--- src/rtl/adc_pm_pkg.sv ---
// Package: shared encodings for the power and clock-mode manager.
// Assumes the shutdown pin has been resolved into a 2-bit level code upstream.
package adc_pm_pkg;
    // encoded three-level shutdown pin
    localparam logic [1:0] SHDN_LOW  = 2'b00;
    localparam logic [1:0] SHDN_OPEN = 2'b01;
    localparam logic [1:0] SHDN_HIGH = 2'b10;

    // power/clock field of a control byte
    localparam logic [1:0] PD_SLEEP = 2'b00;
    localparam logic [1:0] PD_NONE  = 2'b01;
    localparam logic [1:0] PD_INT   = 2'b10;
    localparam logic [1:0] PD_EXT   = 2'b11;

    // Next clock-mode flag for a field; codes that name no mode keep the old one.
    function automatic logic pick_ext(input logic [1:0] pd, input logic cur);
        case (pd)
            PD_EXT:  return 1'b1;
            PD_INT:  return 1'b0;
            default: return cur;
        endcase
    endfunction
endpackage

--- src/rtl/adc_pm_por_timer.sv ---
// Power-on timer: counts reference cycles after reset release and raises
// done after POR_CYCLES of them. Assumes the count pauses while the
// shutdown pin holds the part off.
module adc_pm_por_timer #(
    parameter int POR_CYCLES = 40
) (
    input  logic clk,
    input  logic rst_n,
    input  logic hw_off,
    output logic done
);
    localparam int CNT_W = $clog2(POR_CYCLES + 1);

    logic [CNT_W-1:0] cnt;

    // Count up to the power-on interval, then latch done.
    always_ff @(posedge clk) begin
        if (!rst_n) begin
            cnt  <= '0;
            done <= 1'b0;
        end else if (!done && !hw_off) begin
            cnt <= cnt + 1'b1;
            if (cnt == CNT_W'(POR_CYCLES - 1)) done <= 1'b1;
        end
    end


    por_sticky_chk: assert property (@(posedge clk) disable iff (!rst_n)
        done |=> done);
endmodule

--- src/rtl/adc_pm_conv_clock.sv ---
// Internal conversion clock: divides the reference clock by a fast or slow
// ratio and runs a conversion for CONV_STEPS divided ticks. Assumes start
// and clear are never both asserted; clear wins if they are.
module adc_pm_conv_clock #(
    parameter int FAST_DIV   = 3,
    parameter int SLOW_DIV   = 20,
    parameter int CONV_STEPS = 12
) (
    input  logic clk,
    input  logic rst_n,
    input  logic start,
    input  logic clear,
    input  logic slow_sel,
    output logic active,
    output logic tick,
    output logic last
);
    localparam int MAX_DIV = (SLOW_DIV > FAST_DIV) ? SLOW_DIV : FAST_DIV;
    localparam int DIV_W   = $clog2(MAX_DIV + 1);
    localparam int STEP_W  = $clog2(CONV_STEPS + 1);

    logic [DIV_W-1:0]  div_cnt;
    logic [STEP_W-1:0] step;
    logic [DIV_W-1:0]  div_lim;

    // Terminal divider count for the selected rate.
    always_comb begin
        div_lim = slow_sel ? DIV_W'(SLOW_DIV - 1) : DIV_W'(FAST_DIV - 1);
        tick    = active && (div_cnt == div_lim);
        last    = tick && (step == STEP_W'(CONV_STEPS - 1));
    end

    // Run the divider and step counter while a conversion is active.
    always_ff @(posedge clk) begin
        if (!rst_n || clear) begin
            active  <= 1'b0;
            div_cnt <= '0;
            step    <= '0;
        end else if (start) begin
            active  <= 1'b1;
            div_cnt <= '0;
            step    <= '0;
        end else if (active) begin
            if (tick) begin
                div_cnt <= '0;
                if (last) active <= 1'b0;
                else      step   <= step + 1'b1;
            end else begin
                div_cnt <= div_cnt + 1'b1;
            end
        end
    end


    conv_start_chk: assert property (@(posedge clk) disable iff (!rst_n)
        $rose(active) |-> $past(start));
endmodule

--- src/rtl/adc_pm_mode_ctl.sv ---
// Mode controller: holds the clock-mode flag, the software sleep state, a
// deferred sleep request and the result-ready flag. Assumes start_bit and
// ctrl_valid come from the serial front end as single-cycle pulses.
module adc_pm_mode_ctl
    import adc_pm_pkg::*;
(
    input  logic       clk,
    input  logic       rst_n,
    input  logic       hw_off,
    input  logic       por_done,
    input  logic       start_bit,
    input  logic       ctrl_valid,
    input  logic [1:0] ctrl_pd,
    input  logic       conv_done,
    input  logic       int_last,
    output logic       ext_mode,
    output logic       soft_down,
    output logic       int_start,
    output logic       int_clear,
    output logic       result_ready
);
    logic accept, wake, new_ext, ext_busy, pend_down, finish;

    // Qualify events and derive the conversion start/clear controls.
    always_comb begin
        accept    = ctrl_valid && por_done && !hw_off;
        wake      = start_bit && por_done && !hw_off;
        new_ext   = pick_ext(ctrl_pd, ext_mode);
        int_start = accept && !new_ext;
        int_clear = hw_off || (accept && new_ext);
        finish    = !accept && !hw_off && (int_last || (ext_busy && conv_done));
    end

    // Update mode, sleep state, deferred request and result flag.
    always_ff @(posedge clk) begin
        if (!rst_n) begin
            ext_mode     <= 1'b0;
            soft_down    <= 1'b0;
            pend_down    <= 1'b0;
            ext_busy     <= 1'b0;
            result_ready <= 1'b0;
        end else if (hw_off) begin
            ext_busy     <= 1'b0;
            pend_down    <= 1'b0;
            result_ready <= 1'b0;
        end else if (accept) begin
            ext_mode     <= new_ext;
            ext_busy     <= new_ext;
            pend_down    <= (ctrl_pd == PD_SLEEP);
            soft_down    <= 1'b0;
            result_ready <= 1'b0;
        end else begin
            if (wake) soft_down <= 1'b0;
            if (finish) begin
                ext_busy     <= 1'b0;
                result_ready <= 1'b1;
                if (pend_down) begin
                    soft_down <= 1'b1;
                    pend_down <= 1'b0;
                end
            end
        end
    end


    unassigned_keep_chk: assert property (@(posedge clk) disable iff (!rst_n)
        (accept && ctrl_pd == PD_NONE) |=> $stable(ext_mode));


    sleep_at_end_chk: assert property (@(posedge clk) disable iff (!rst_n)
        $rose(soft_down) |-> $past(int_last || (ext_busy && conv_done)));
endmodule

--- src/rtl/adc_pwr_mode_mgr.sv ---
// Top: power-state and conversion-clock manager for a serial SAR converter.
// Decodes the shutdown pin, then wires the power-on timer, mode controller
// and internal conversion clock together. Assumes shdn_lvl is synchronous.
module adc_pwr_mode_mgr
    import adc_pm_pkg::*;
#(
    parameter int FAST_DIV   = 3,
    parameter int SLOW_DIV   = 20,
    parameter int CONV_STEPS = 12,
    parameter int POR_CYCLES = 40
) (
    input  logic       clk,
    input  logic       rst_n,
    input  logic [1:0] shdn_lvl,
    input  logic       start_bit,
    input  logic       ctrl_valid,
    input  logic [1:0] ctrl_pd,
    input  logic       conv_done,
    output logic       pwr_up,
    output logic       ext_mode,
    output logic       slow_sel,
    output logic       conv_tick,
    output logic       strobe,
    output logic       result_ready,
    output logic       por_done
);
    logic hw_off, soft_down, int_start, int_clear, int_active, int_last;

    // Pin decode and the combined power and strobe outputs.
    always_comb begin
        hw_off   = (shdn_lvl == SHDN_LOW);
        slow_sel = (shdn_lvl == SHDN_HIGH);
        pwr_up   = !hw_off && !soft_down;
        strobe   = !int_active;
    end

    adc_pm_por_timer #(.POR_CYCLES(POR_CYCLES)) u_por (
        .clk    (clk),
        .rst_n  (rst_n),
        .hw_off (hw_off),
        .done   (por_done)
    );

    adc_pm_mode_ctl u_ctl (
        .clk          (clk),
        .rst_n        (rst_n),
        .hw_off       (hw_off),
        .por_done     (por_done),
        .start_bit    (start_bit),
        .ctrl_valid   (ctrl_valid),
        .ctrl_pd      (ctrl_pd),
        .conv_done    (conv_done),
        .int_last     (int_last),
        .ext_mode     (ext_mode),
        .soft_down    (soft_down),
        .int_start    (int_start),
        .int_clear    (int_clear),
        .result_ready (result_ready)
    );

    adc_pm_conv_clock #(
        .FAST_DIV   (FAST_DIV),
        .SLOW_DIV   (SLOW_DIV),
        .CONV_STEPS (CONV_STEPS)
    ) u_clk (
        .clk      (clk),
        .rst_n    (rst_n),
        .start    (int_start),
        .clear    (int_clear),
        .slow_sel (slow_sel),
        .active   (int_active),
        .tick     (conv_tick),
        .last     (int_last)
    );


    pin_abort_chk: assert property (@(posedge clk) disable iff (!rst_n)
        (shdn_lvl == SHDN_LOW) |=> (strobe && !result_ready));


    ext_strobe_high_chk: assert property (@(posedge clk) disable iff (!rst_n)
        ext_mode |-> strobe);


    no_conv_before_por_chk: assert property (@(posedge clk) disable iff (!rst_n)
        !por_done |-> strobe);
endmodule

--- config.mk ---
export PLATFORM = sky130hd
export DESIGN_NAME = adc_pwr_mode_mgr
export DESIGN_NICKNAME = d
export VERILOG_FILES = /design/src/rtl/adc_pm_pkg.sv /design/src/rtl/adc_pm_por_timer.sv /design/src/rtl/adc_pm_conv_clock.sv /design/src/rtl/adc_pm_mode_ctl.sv /design/src/rtl/adc_pwr_mode_mgr.sv
export SDC_FILE = /design/constraint.sdc
export NUM_CORES = 1
export LEC_CHECK = 0
export CORE_AREA = 2 2 51 53
export DETAILED_ROUTE_END_ITERATION = 10
export DIE_AREA = 0 0 53 55
export GPL_TIMING_DRIVEN = 1
export PLACE_DENSITY = 0.74
export SETUP_SLACK_MARGIN = 0.3
export SYNTH_ARGS = -nofsm -noshare
export SYNTH_HDL_FRONTEND = slang
export SYNTH_HIERARCHICAL = 1
export SYNTH_SLANG_ARGS = --single-unit
export TNS_END_PERCENT = 20
--- constraint.sdc ---
create_clock -name clk -period 2.45 [get_ports clk]
set_input_delay 0.49 -clock clk [delete_from_list [all_inputs] [get_ports clk]]
set_output_delay 0.49 -clock clk [all_outputs]
set_load 0.05 [all_outputs]
# Yosys cells after proc, flatten, opt, wreduce, memory -nomap -nowiden
# Cells that the tools add are included.
[totals] elab_cells=68 in_bits=9 output_inout_bits=7 reg_bits=22
[classes] muxes=14 reduce_logical=32 eq_ne=6 addsub=3 bitwise=3
[ops] op="1-bit logical AND" n=13
[ops] op="1-bit 2-to-1 mux" n=11
[ops] op="5-bit 2-to-1 mux" n=2
[ops] op="1-bit zero test" n=7
[ops] op="6-bit by 1-bit adder with 6-bit output (second input constant)" n=1
[ops] op="2-bit == test (second input constant)" n=3
[ops] op="6-bit == test (second input constant)" n=1
[ops] op="5-bit by 1-bit adder with 5-bit output (second input constant)" n=1
[ops] op="5-bit == test" n=1
[ops] op="4-bit by 1-bit adder with 4-bit output (second input constant)" n=1
[ops] op="4-bit == test (second input constant)" n=1
[ops] op="2-bit zero test" n=2
[ops] op="2-bit AND reduction" n=2
[ops] op="2-bit OR reduction" n=2
[ops] op="1-bit logical OR" n=3
[ops] op="1-bit inverter" n=3
[ops] op="3-bit AND reduction" n=1
[ops] op="3-bit OR reduction" n=1
[ops] op="1-bit case mux with 2 select lines" n=1
[ops] op="2-bit nonzero test" n=1

# Logic depth before layout (Yosys ltp)
# Gate-level depths: netlist of run 1.
[logic_depth] word_depth=9 depth_mapped=8

# Modules after synthesis
# Netlist of run 1, hierarchy kept.
[by_module_without_submodules] module="adc_pm_conv_clock" n_inst=1 cells_per_inst=59 area_each_um2=561.8
[by_module_without_submodules] module="adc_pm_por_timer" n_inst=1 cells_per_inst=34 area_each_um2=337.8
[by_module_without_submodules] module="adc_pm_mode_ctl" n_inst=1 cells_per_inst=30 area_each_um2=260.2
[by_module_without_submodules] module="adc_pwr_mode_mgr" n_inst=1 cells_per_inst=4 area_each_um2=26.3

# Worst setup path after synthesis of run 1
# OpenSTA, ideal clock, no wires.
[synth_path] kind="input to output" from="in shdn_lvl[0]" to="out conv_tick" slack_ps=166 path_stages=3 required_time_ps=1960 arrival_ps=1794 cell_sequence="and2b_2 or3_4 a21oi_2"
[synth_via] elab_chain_len=4
[synth_rtl] item="start, declared" line_no="adc_pwr_mode_mgr.sv:14" rtl="input logic [1:0] shdn_lvl,"
[synth_rtl] item="2-bit == test" line_no="adc_pwr_mode_mgr.sv:32" rtl="slow_sel = (shdn_lvl == SHDN_HIGH);"
[synth_rtl] item="5-bit 2-to-1 mux" line_no="adc_pm_conv_clock.sv:28" rtl="div_lim = slow_sel ? DIV_W'(SLOW_DIV - 1) : DIV_W'(FAST_DIV - 1);"
[synth_rtl] item="5-bit == test" line_no="adc_pm_conv_clock.sv:29" rtl="tick = active && (div_cnt == div_lim);"
[synth_rtl] item="1-bit logical AND" line_no="adc_pm_conv_clock.sv:29"
[synth_rtl] item="end, declared" line_no="adc_pwr_mode_mgr.sv:22" rtl="output logic conv_tick,"
# No other way between the ends.

# Worst setup path after layout of run 1
[layout_path] from="in ctrl_pd[1]" to="reg u_clk.step[2]"
[layout_via] elab_chain_len=6 word_cells_on_any_way=9 cone_classes="2 x eq/ne; 1 x mux; 6 x reduce/logical"
[layout_rtl] item="start, declared" line_no="adc_pwr_mode_mgr.sv:17" rtl="input logic [1:0] ctrl_pd,"
[layout_rtl] item="2-bit == test" line_no="adc_pm_pkg.sv:17" rtl="case (pd)"
[layout_rtl] item="1-bit case mux with 2 select lines *" line_no="adc_pm_pkg.sv:17"
[layout_rtl] item="1-bit logical AND *" line_no="adc_pm_mode_ctl.sv:30" rtl="int_clear = hw_off || (accept && new_ext);"
[layout_rtl] item="1-bit logical OR *" line_no="adc_pm_mode_ctl.sv:30"
[layout_rtl] item="via int_clear" line_no="adc_pwr_mode_mgr.sv:27" rtl="logic hw_off, soft_down, int_start, int_clear, int_active, int_last;"
[layout_rtl] item="1-bit logical OR *" line_no="adc_pm_conv_clock.sv:35" rtl="if (!rst_n || clear) begin"
[layout_rtl] item="2-bit OR reduction (no line) *"
[layout_rtl] item="end signal, assigned" line_no="adc_pm_conv_clock.sv:47" rtl="else step <= step + 1'b1;"
[layout_rtl] item="end, declared" line_no="adc_pm_conv_clock.sv:23" rtl="logic [STEP_W-1:0] step;"
# Mark *: on every way through the listed nets, which the timed path passes. The rest lies on a longest branch.
# A chain may end at the register's enable or synchronous reset.

==> summary.log, run 1 <==
qor: finish.syn2layout_area_growth 34.28%
qor: logic_synthesis.synthCells 127
qor: detailed_routing.drt_pass1_iterations 4
qor: hold_path.min_path_cells 2
qor: clocking.htree_num_levels 1
qor: clocking.cts_root_buffer sky130_fd_sc_hd__clkbuf_4
qor: setup_path.critical_path.reg2reg.startpoint u_clk/div_cnt[0]$_SDFFE_PP0P_
qor: detailed_routing.vias_per_cell 5.441
qor: detailed_routing.wl 2438 um
qor: clocking.clk_path_buf_depth 2
qor: finish.fillers 210
qor: global_route.grt_antenna_before_repair 0
qor: die.dieHeight 55 um
qor: sta.final-setup-viol-count 0
qor: clocking.clk_transition_reported_paths 0.12 ns
qor: logic_synthesis.synth.yosys.seq_area_share 37.13%
qor: power.net-switching-power 0.1585 mW
qor: logic_synthesis.most_used_flip_flop_cell_after_synthesis sky130_fd_sc_hd__dfxtp_1
qor: setup_path.cp-start-kind primary input
qor: detailed_routing.wl_per_cell 12.50 um
qor: finish.post_route_cells_drive_above_1_share 24.85%
qor: place.post-dp-hpwl 1840 um
qor: sta.timing_hold_violations_final 0
qor: logic_synthesis.synth_area_leader_cell sky130_fd_sc_hd__dfxtp_1
qor: place.placed_cell_area 1545 um^2
qor: setup_path.timing.critical_path.arrival 2.35 ns
qor: power.p_int 0.4995 mW
qor: global_route.groute.usage.overall 18.70%
qor: logic_synthesis.yosysWarnings 6
qor: die.floorplan.initialDensity 50.16%
qor: hold_path.hold_path_class reg2reg
qor: power.clock_power_share 30.8%
qor: sta.timing.slew.headroom 66.25%
qor: clocking.inserted_clock_buffers 3
qor: logic_synthesis.synthDominantCellAreaShare 37.13%
qor: clocking.clkLatencyLatePin 0.31 ns
qor: power.switching_share 24.09%
qor: power.p_leak 0.6501 nW
qor: hold_path.min_to u_ctl/ext_busy$_SDFFE_PP0P_
qor: setup_path.timing_worst_setup_path_type in2reg
qor: logic_synthesis.netlist_area 1186 um^2
qor: power.p_comb_share 13.2%
qor: place.gp_congestion 0.7652
qor: run.drv.max_cap_violation_count 0
qor: status.status finished clean
qor: clocking.clock-sinks 22
qor: logic_synthesis.postSynthNetCount 139
qor: logic_synthesis.synth_enable_flop_cells 0
qor: detailed_routing.dr.first_iter.drc_count 19
qor: sta.min_period_over_period 85.62%
qor: finish.n_antenna_cell 0
qor: finish.final_area 1593 um^2
qor: sta.period_needed 2.098 ns
qor: global_route.grt_max_degree 18
qor: die.die-width 53 um
qor: finish.final_nets 178
qor: sta.timing.clock.skew 0.003572 ns
qor: power.sequentialPowerShare 56.0%
qor: detailed_routing.drt.antenna.violating_nets 0
qor: sta.timing_worst_slew_pin_value 0.5047 ns
qor: die.total_die_area 2915 um^2
qor: sta.grt_setup_unrepaired yes
qor: logic_synthesis.yosys-top-cells-area sky130_fd_sc_hd__dfxtp_1, sky130_fd_sc_hd__mux2i_1, sky130_fd_sc_hd__nand2_1
qor: sta.pins_over_slew_limit 0
qor: sta.setup_total_negative_slack 0 ns
qor: setup_path.timing.critical_path.required 2.70 ns
qor: sta.clock.fmax 476.7 MHz
qor: detailed_routing.num_vias 1061
qor: setup_path.reg2reg_setup_slack 0.63 ns
qor: logic_synthesis.synth_top_cells_by_count sky130_fd_sc_hd__dfxtp_1, sky130_fd_sc_hd__nand2_1, sky130_fd_sc_hd__mux2i_1, sky130_fd_sc_hd__nand2b_1
qor: die.fp-row-count 18
qor: global_route.global_route.overflow_total 0
qor: detailed_routing.drcViolationCount 0
qor: power.power-per-cell-area 413.2 nW/um^2
qor: logic_synthesis.synth_most_common_cell sky130_fd_sc_hd__dfxtp_1
qor: clocking.post_cts_hold_buffer_count 0
qor: place.port_buffer_count 15
qor: die.core-area 2365 um^2
qor: global_route.grt_pass1_wl 3967 um
qor: logic_synthesis.yosysUniqueCellTypes 43
qor: sta.hold_ws 0.4698 ns
qor: logic_synthesis.synth_async_sr_flop_share 0%
qor: setup_path.timing.reg2reg.worst_path_depth 5
qor: setup_path.crit_fanout 2
qor: logic_synthesis.ys_ff_latch 22
qor: clocking.cts_tree built
qor: setup_path.worst_r2r_endpoint u_ctl/pend_down$_SDFFE_PP0P_
qor: die.num_io_pins 16
qor: global_route.via_count_of_the_first_global_routing_pass 985
qor: setup_path.end_kind flop
qor: hold_path.min_from u_ctl/ext_busy$_SDFFE_PP0P_
qor: logic_synthesis.synth_area_per_cell 9.340 um^2
qor: power.irDropWorstVdd 0.4819 mV
stage by stage:
step / setup slack (ns) / total power, mW / std cells / util [%]
after detailed placement: -0.1136 / 0.4626 / 189 / 65.34
after floorplan: 0.2447 / 0.4133 / 127 / -
after global routing: 0.2955 / 0.6926 / 195 / 67.35
after global placement: -0.07848 / 0.4587 / 189 / 65.34
final: 0.3522 / 0.6581 / 195 / 67.35
after CTS: 0.3207 / 0.6657 / 195 / 67.25
layout make-up:
type | count | area (um^2) | area share (%)
multi-input cells | 98 | 725.7 | 45.56
inverters | 5 | 18.77 | 1.178
flip-flops and latches | 22 | 440.4 | 27.65
clock buffers | 4 | 36.28 | 2.278
well taps | 30 | 37.54 | 2.357
repair buffers | 36 | 334.1 | 20.97
routing by layer:
layer / up-vias / share of wire [%] / global-route usage, %
met5: - / 0 / 0
met4: 0 / 1.5 / 6.838
met2: 26 / 49 / 33.54
met1: 490 / 44 / 21.37
met3: 6 / 4.9 / 5.108
li1: 539 / - / -
how the worst max path moves through the flow:
stage,from,to,slack [ns],cells past startpoint
global route,ctrl_pd[1],u_clk/div_cnt[1]$_SDFFE_PP0P_,0.30,9
detailed placement,shdn_lvl[0],u_ctl/pend_down$_SDFFE_PP0P_,-0.11,7
CTS,u_clk/active$_SDFF_PP0_,strobe,0.32,2
finish,ctrl_pd[1],u_clk/step[2]$_SDFFE_PP0P_,0.35,7
floorplan,shdn_lvl[0],u_clk/step[2]$_SDFFE_PP0P_,0.24,7
global placement,shdn_lvl[0],u_ctl/pend_down$_SDFFE_PP0P_,-0.08,7
kinds of logic (layout without fill, tap and decap cells):
group / count (synthesis) / in the layout / synth area share (%)
adder cells (fa/ha/maj): 3 / 3 / 3.165
flip-flops: 22 / 22 / 37.13
buffers and inverters: 7 / 45 / 2.320
AND/OR/NAND/NOR: 60 / 60 / 32.81
XOR/XNOR: 5 / 5 / 3.692
AO/OA/AOI/OAI: 22 / 22 / 14.03
multiplexers: 8 / 8 / 6.857
sequential cells by signal, summed over array words and instances (netlist names):
| name | cells |
|---|---|
| u_por/cnt | 6 |
| u_clk/div_cnt | 5 |
| u_clk/step | 4 |
| u_clk/active | 1 |
| u_ctl/ext_busy | 1 |
| u_ctl/ext_mode | 1 |
| u_ctl/pend_down | 1 |
| u_ctl/result_ready | 1 |
| u_ctl/soft_down | 1 |
| u_por/done | 1 |
power by group through the flow:
| stage | sequential [mW] | clock, mW | combinational [mW] |
|---|---|---|---|
| floorplan | 0.374 | 0 | 0.0388 |
| global placement | 0.376 | 0 | 0.0830 |
| detailed placement | 0.376 | 0 | 0.0864 |
| CTS | 0.368 | 0.211 | 0.0870 |
| global route | 0.369 | 0.230 | 0.0934 |
| finish | 0.368 | 0.203 | 0.0869 |
worst max-delay path, cell delays in order:
cell,delay [ns]
sky130_fd_sc_hd__clkdlybuf4s50_1,0.48
sky130_fd_sc_hd__mux2_2,0.35
sky130_fd_sc_hd__nand2_1,0.09
sky130_fd_sc_hd__nand2b_1,0.07
sky130_fd_sc_hd__or3b_1,0.41
sky130_fd_sc_hd__or3_1,0.32
sky130_fd_sc_hd__mux2i_1,0.13
what timing repair did:
action,CTS,global route
setup endpoints to repair,3,2
buffers inserted,2,0
resized for setup,9,1
pin swaps,2,0
placed cells by master, fill, tap and decap left out, types with 2 or more instances in the layout:
| cell | instances |
|---|---|
| sky130_fd_sc_hd__buf_2 | 2 |
| sky130_fd_sc_hd__a21oi_1 | 4 |
| sky130_fd_sc_hd__and3b_1 | 2 |
| sky130_fd_sc_hd__buf_12 | 3 |
| sky130_fd_sc_hd__nand3_1 | 3 |
| sky130_fd_sc_hd__nand2_1 | 15 |
| sky130_fd_sc_hd__mux2i_1 | 7 |
| sky130_fd_sc_hd__xor2_1 | 5 |
| sky130_fd_sc_hd__o21ai_1 | 2 |
| sky130_fd_sc_hd__clkdlybuf4s50_1 | 9 |
| sky130_fd_sc_hd__nor2_1 | 5 |
| sky130_fd_sc_hd__and2_1 | 2 |
| sky130_fd_sc_hd__nor3_1 | 2 |
| sky130_fd_sc_hd__o21ai_0 | 2 |
| sky130_fd_sc_hd__nand3b_1 | 5 |
| sky130_fd_sc_hd__a211oi_1 | 4 |
| sky130_fd_sc_hd__ha_1 | 3 |
| sky130_fd_sc_hd__buf_4 | 20 |
| sky130_fd_sc_hd__inv_1 | 5 |
| sky130_fd_sc_hd__clkbuf_4 | 3 |
| sky130_fd_sc_hd__dfxtp_1 | 22 |
| sky130_fd_sc_hd__nor2b_1 | 2 |
| sky130_fd_sc_hd__a41o_1 | 2 |
| sky130_fd_sc_hd__nand4_1 | 5 |
| sky130_fd_sc_hd__nand2b_1 | 6 |
| sky130_fd_sc_hd__nor3b_1 | 2 |
No activity file was read; power rests on OpenSTA's default activity.
==> inputs of run 2 (changes only) <==
--- a/config.mk
+++ b/config.mk
@@ -9,10 +9,10 @@
 export DETAILED_ROUTE_END_ITERATION = 10
 export DIE_AREA = 0 0 53 55
 export GPL_TIMING_DRIVEN = 1
-export PLACE_DENSITY = 0.74
+export PLACE_DENSITY = 0.8
 export SETUP_SLACK_MARGIN = 0.3
 export SYNTH_ARGS = -nofsm -noshare
 export SYNTH_HDL_FRONTEND = slang
 export SYNTH_HIERARCHICAL = 1
 export SYNTH_SLANG_ARGS = --single-unit
-export TNS_END_PERCENT = 20
+export TNS_END_PERCENT = 30
==> summary.log, run 2 (synthesized netlist as in run 1, its figures left out) <==
qor: place.port_buffer_count 15 [unchanged]
qor: clocking.post_cts_hold_buffer_count 0 [unchanged]
qor: setup_path.cell_family_contributing_the_most_delay_on_the_critical_path buffers and inverters
qor: setup_path.critical_path.reg2reg.startpoint u_clk/div_cnt[0]$_SDFFE_PP0P_
qor: sta.final-setup-viol-count 0 [unchanged]
qor: place.number_of_cells_after_detailed_placement 187 [-1.1%]
qor: die.core-area 2365 um^2 [unchanged]
qor: sta.min_period_over_period 87.22% [+1.6 points]
qor: die.floorplan.initialDensity 50.16% [unchanged]
qor: finish.n_antenna_cell 0 [unchanged]
qor: status.status finished clean
qor: clocking.cts_root_buffer sky130_fd_sc_hd__clkbuf_4
qor: clocking.clock-sinks 22 [unchanged]
qor: setup_path.critical-path-max-stage-delay 0.70 ns [+0.22 ns]
qor: detailed_routing.drt_pass1_iterations 4 [unchanged]
qor: detailed_routing.vias_per_cell 5.523 [+1.5%]
qor: finish.largest_register_ff_count 6 [unchanged]
qor: sta.clock.fmax 468.0 MHz [-1.8%]
qor: global_route.grt_antenna_before_repair 0 [unchanged]
qor: finish.post_route_cells_drive_above_1_share 24.54% [-0.31 points]
qor: detailed_routing.drt.antenna.violating_nets 0 [unchanged]
qor: hold_path.min_from u_ctl/soft_down$_SDFFE_PN0N_
qor: place.gp_congestion 0.7821 [+2.2%]
qor: finish.largest_registers u_por/cnt x6, u_clk/div_cnt x5, u_clk/step x4
qor: die.total_die_area 2915 um^2 [unchanged]
qor: global_route.grt_pass1_wl 4409 um [+11%]
qor: global_route.grt_use_met2 38.96% [+5.4 points]
qor: global_route.grt_max_degree 18 [unchanged]
qor: finish.final_nets 176 [-1.1%]
qor: sta.timing.slew.headroom 66.62% [+0.37 points]
qor: setup_path.cpMaxStageDelayCell sky130_fd_sc_hd__clkdlybuf4s50_1
qor: global_route.global_route.overflow_total 0 [unchanged]
qor: sta.grt_setup_unrepaired yes
qor: finish.registers.top_by_ff_count u_por/cnt
qor: detailed_routing.dr.first_iter.drc_count 17 [-2]
qor: detailed_routing.drcViolationCount 0 [unchanged]
qor: die.dieHeight 55 um [unchanged]
qor: die.fp-row-count 18 [unchanged]
qor: power.p_leak 0.6497 nW [about the same]
qor: finish.util_after_layout 66.83% [-0.53 points]
qor: setup_path.end_kind output port
qor: detailed_routing.wl 2592 um [+6.3%]
qor: finish.multi_input_comb_area 732.0 um^2 [+0.86%]
qor: finish.final_std_cells_w_o_fill 193 [-1.0%]
qor: global_route.met3_usage 3.226% [-1.9 points]
qor: sta.timing_hold_violations_final 0 [unchanged]
qor: finish.mostFrequentLayoutCells sky130_fd_sc_hd__dfxtp_1, sky130_fd_sc_hd__buf_4, sky130_fd_sc_hd__nand2_1
qor: die.num_io_pins 16 [unchanged]
qor: die.die-width 53 um [unchanged]
qor: setup_path.timing_worst_setup_path_type reg2out
qor: global_route.grt-busiest-layer met2
qor: sta.timing_worst_slew_pin_value 0.4991 ns [-0.005604 ns]
qor: setup_path.cp-start-kind flop
qor: clocking.clk_transition_reported_paths 0.13 ns [about the same]
qor: finish.fillers 201 [-4.3%]
qor: global_route.groute.usage.overall 21.07% [+2.4 points]
qor: setup_path.critical_path.startpoint u_clk/active$_SDFF_PP0_
qor: clocking.htree_num_levels 1 [unchanged]
qor: run.drv.max_cap_violation_count 0 [unchanged]
qor: detailed_routing.num_vias 1066 [+0.47%]
qor: clocking.cts_tree built
qor: sta.timing.clock.skew 0.009000 ns [+0.005428 ns]
qor: detailed_routing.wl_per_cell 13.43 um [+7.4%]
qor: clocking.clk_path_buf_depth 2 [unchanged]
qor: finish.regArea 440.4 um^2 [unchanged]
qor: setup_path.crit_fanout 10 [+8]
qor: clocking.clkLatencyLatePin 0.32 ns [about the same]
qor: setup_path.worst-path-buf-inv 2 [+1]
qor: global_route.met1_layer_usage_reported_by_global_route 23.38% [+2.0 points]
qor: clocking.inserted_clock_buffers 3 [unchanged]
qor: power.power-per-cell-area 420.2 nW/um^2 [+1.7%]
qor: global_route.via_count_of_the_first_global_routing_pass 1017 [+3.2%]
qor: hold_path.hold_path_class reg2reg
qor: setup_path.timing.critical_path.arrival 1.65 ns [-0.70 ns]
qor: sta.pins_over_slew_limit 0 [unchanged]
qor: power.irDropWorstVdd 0.3622 mV [-25%]
qor: setup_path.reg2reg_setup_slack 0.48 ns [-0.15 ns]
qor: setup_path.timing.critical_path.required 1.96 ns [-0.74 ns]
qor: setup_path.timing.critical_path.cells inv_1 -> clkdlybuf4s50_1
qor: sta.period_needed 2.137 ns [+0.03905 ns]
qor: finish.final_common_cell sky130_fd_sc_hd__dfxtp_1
qor: place.post-dp-hpwl 1914 um [+4.0%]
qor: finish.syn2layout_area_growth 33.23%
run 2: changes by cell type in the layout (fill, tap and decap cells not counted):
| cell | change |
|---|---|
| sky130_fd_sc_hd__or3b_1 | -1 |
| sky130_fd_sc_hd__buf_4 | -2 |
| sky130_fd_sc_hd__dlygate4sd2_1 | +1 |
| sky130_fd_sc_hd__or3b_4 | +1 |
| sky130_fd_sc_hd__clkbuf_2 | +2 |
| sky130_fd_sc_hd__mux2_4 | +1 |
| sky130_fd_sc_hd__dlymetal6s2s_1 | -1 |
| sky130_fd_sc_hd__mux2_2 | -1 |
| sky130_fd_sc_hd__buf_2 | -2 |
run 2: power breakdown:
group / leakage (nW) / switching [mW] / total, mW / internal, mW
Combinational: 0.451 / 0.0417 / 0.0901 / 0.0483
Sequential: 0.178 / 0.00596 / 0.368 / 0.363
Clock: 0.0210 / 0.115 / 0.206 / 0.0909
run 2: area by class of cell:
cell class	count	share of cell area (%)
Timing Repair Buffer	34	19.95
Clock buffer	4	2.296
Tap cell	30	2.375
Sequential cell	22	27.87
Inverter	5	1.188
Multi-Input combinational cell	98	46.32
run 2: worst paths after layout:
check                                                    end  depth (start not counted)
worst min-delay path            u_ctl/soft_down$_SDFFE_PN0N_                          2
worst max register to register  u_ctl/pend_down$_SDFFE_PP0P_                          6
worst min register to register  u_ctl/soft_down$_SDFFE_PN0N_                          2
worst max-delay path                                  strobe                          2
run 2: through the flow:
stage	TNS, ns	hold slack [ns]	instance area [um^2]	setup slack [ns]	power (mW)
after floorplan	0	0.4367	1194	0.2447	0.4133
after global placement	-0.1199	0.4532	1530	-0.08505	0.4583
after detailed placement	-0.3012	0.4613	1530	-0.1292	0.4625
after CTS	0	0.4783	1574	0.2080	0.6702
after global routing	0	0.5045	1580	0.2410	0.6904
final	0	0.4836	1580	0.3132	0.6641
run 2: worst register-to-register path, delay by kind of cell (launching register included):
kind,cells,cell delay (ns)
buffers and inverters,1,0.14
flip-flops,1,0.39
AND/OR/NAND/NOR,1,0.42
AO/OA/AOI/OAI,4,0.94
run 2: repair_timing:
item / in CTS / in global routing
endpoints found under the hold margin: 0 / 0
buffers inserted: 1 / 1
pin swaps: 2 / 2
resized for setup: 4 / 6
setup endpoints to repair: 7 / 4
run 2: routing by layer:
layer	wire, um	vias to the layer above	part of all wire [%]
li1	-	536	-
met1	1118	502	43
met2	1331	19	51
met3	80	9	3.1
met4	61	0	2.4
met5	0	-	0
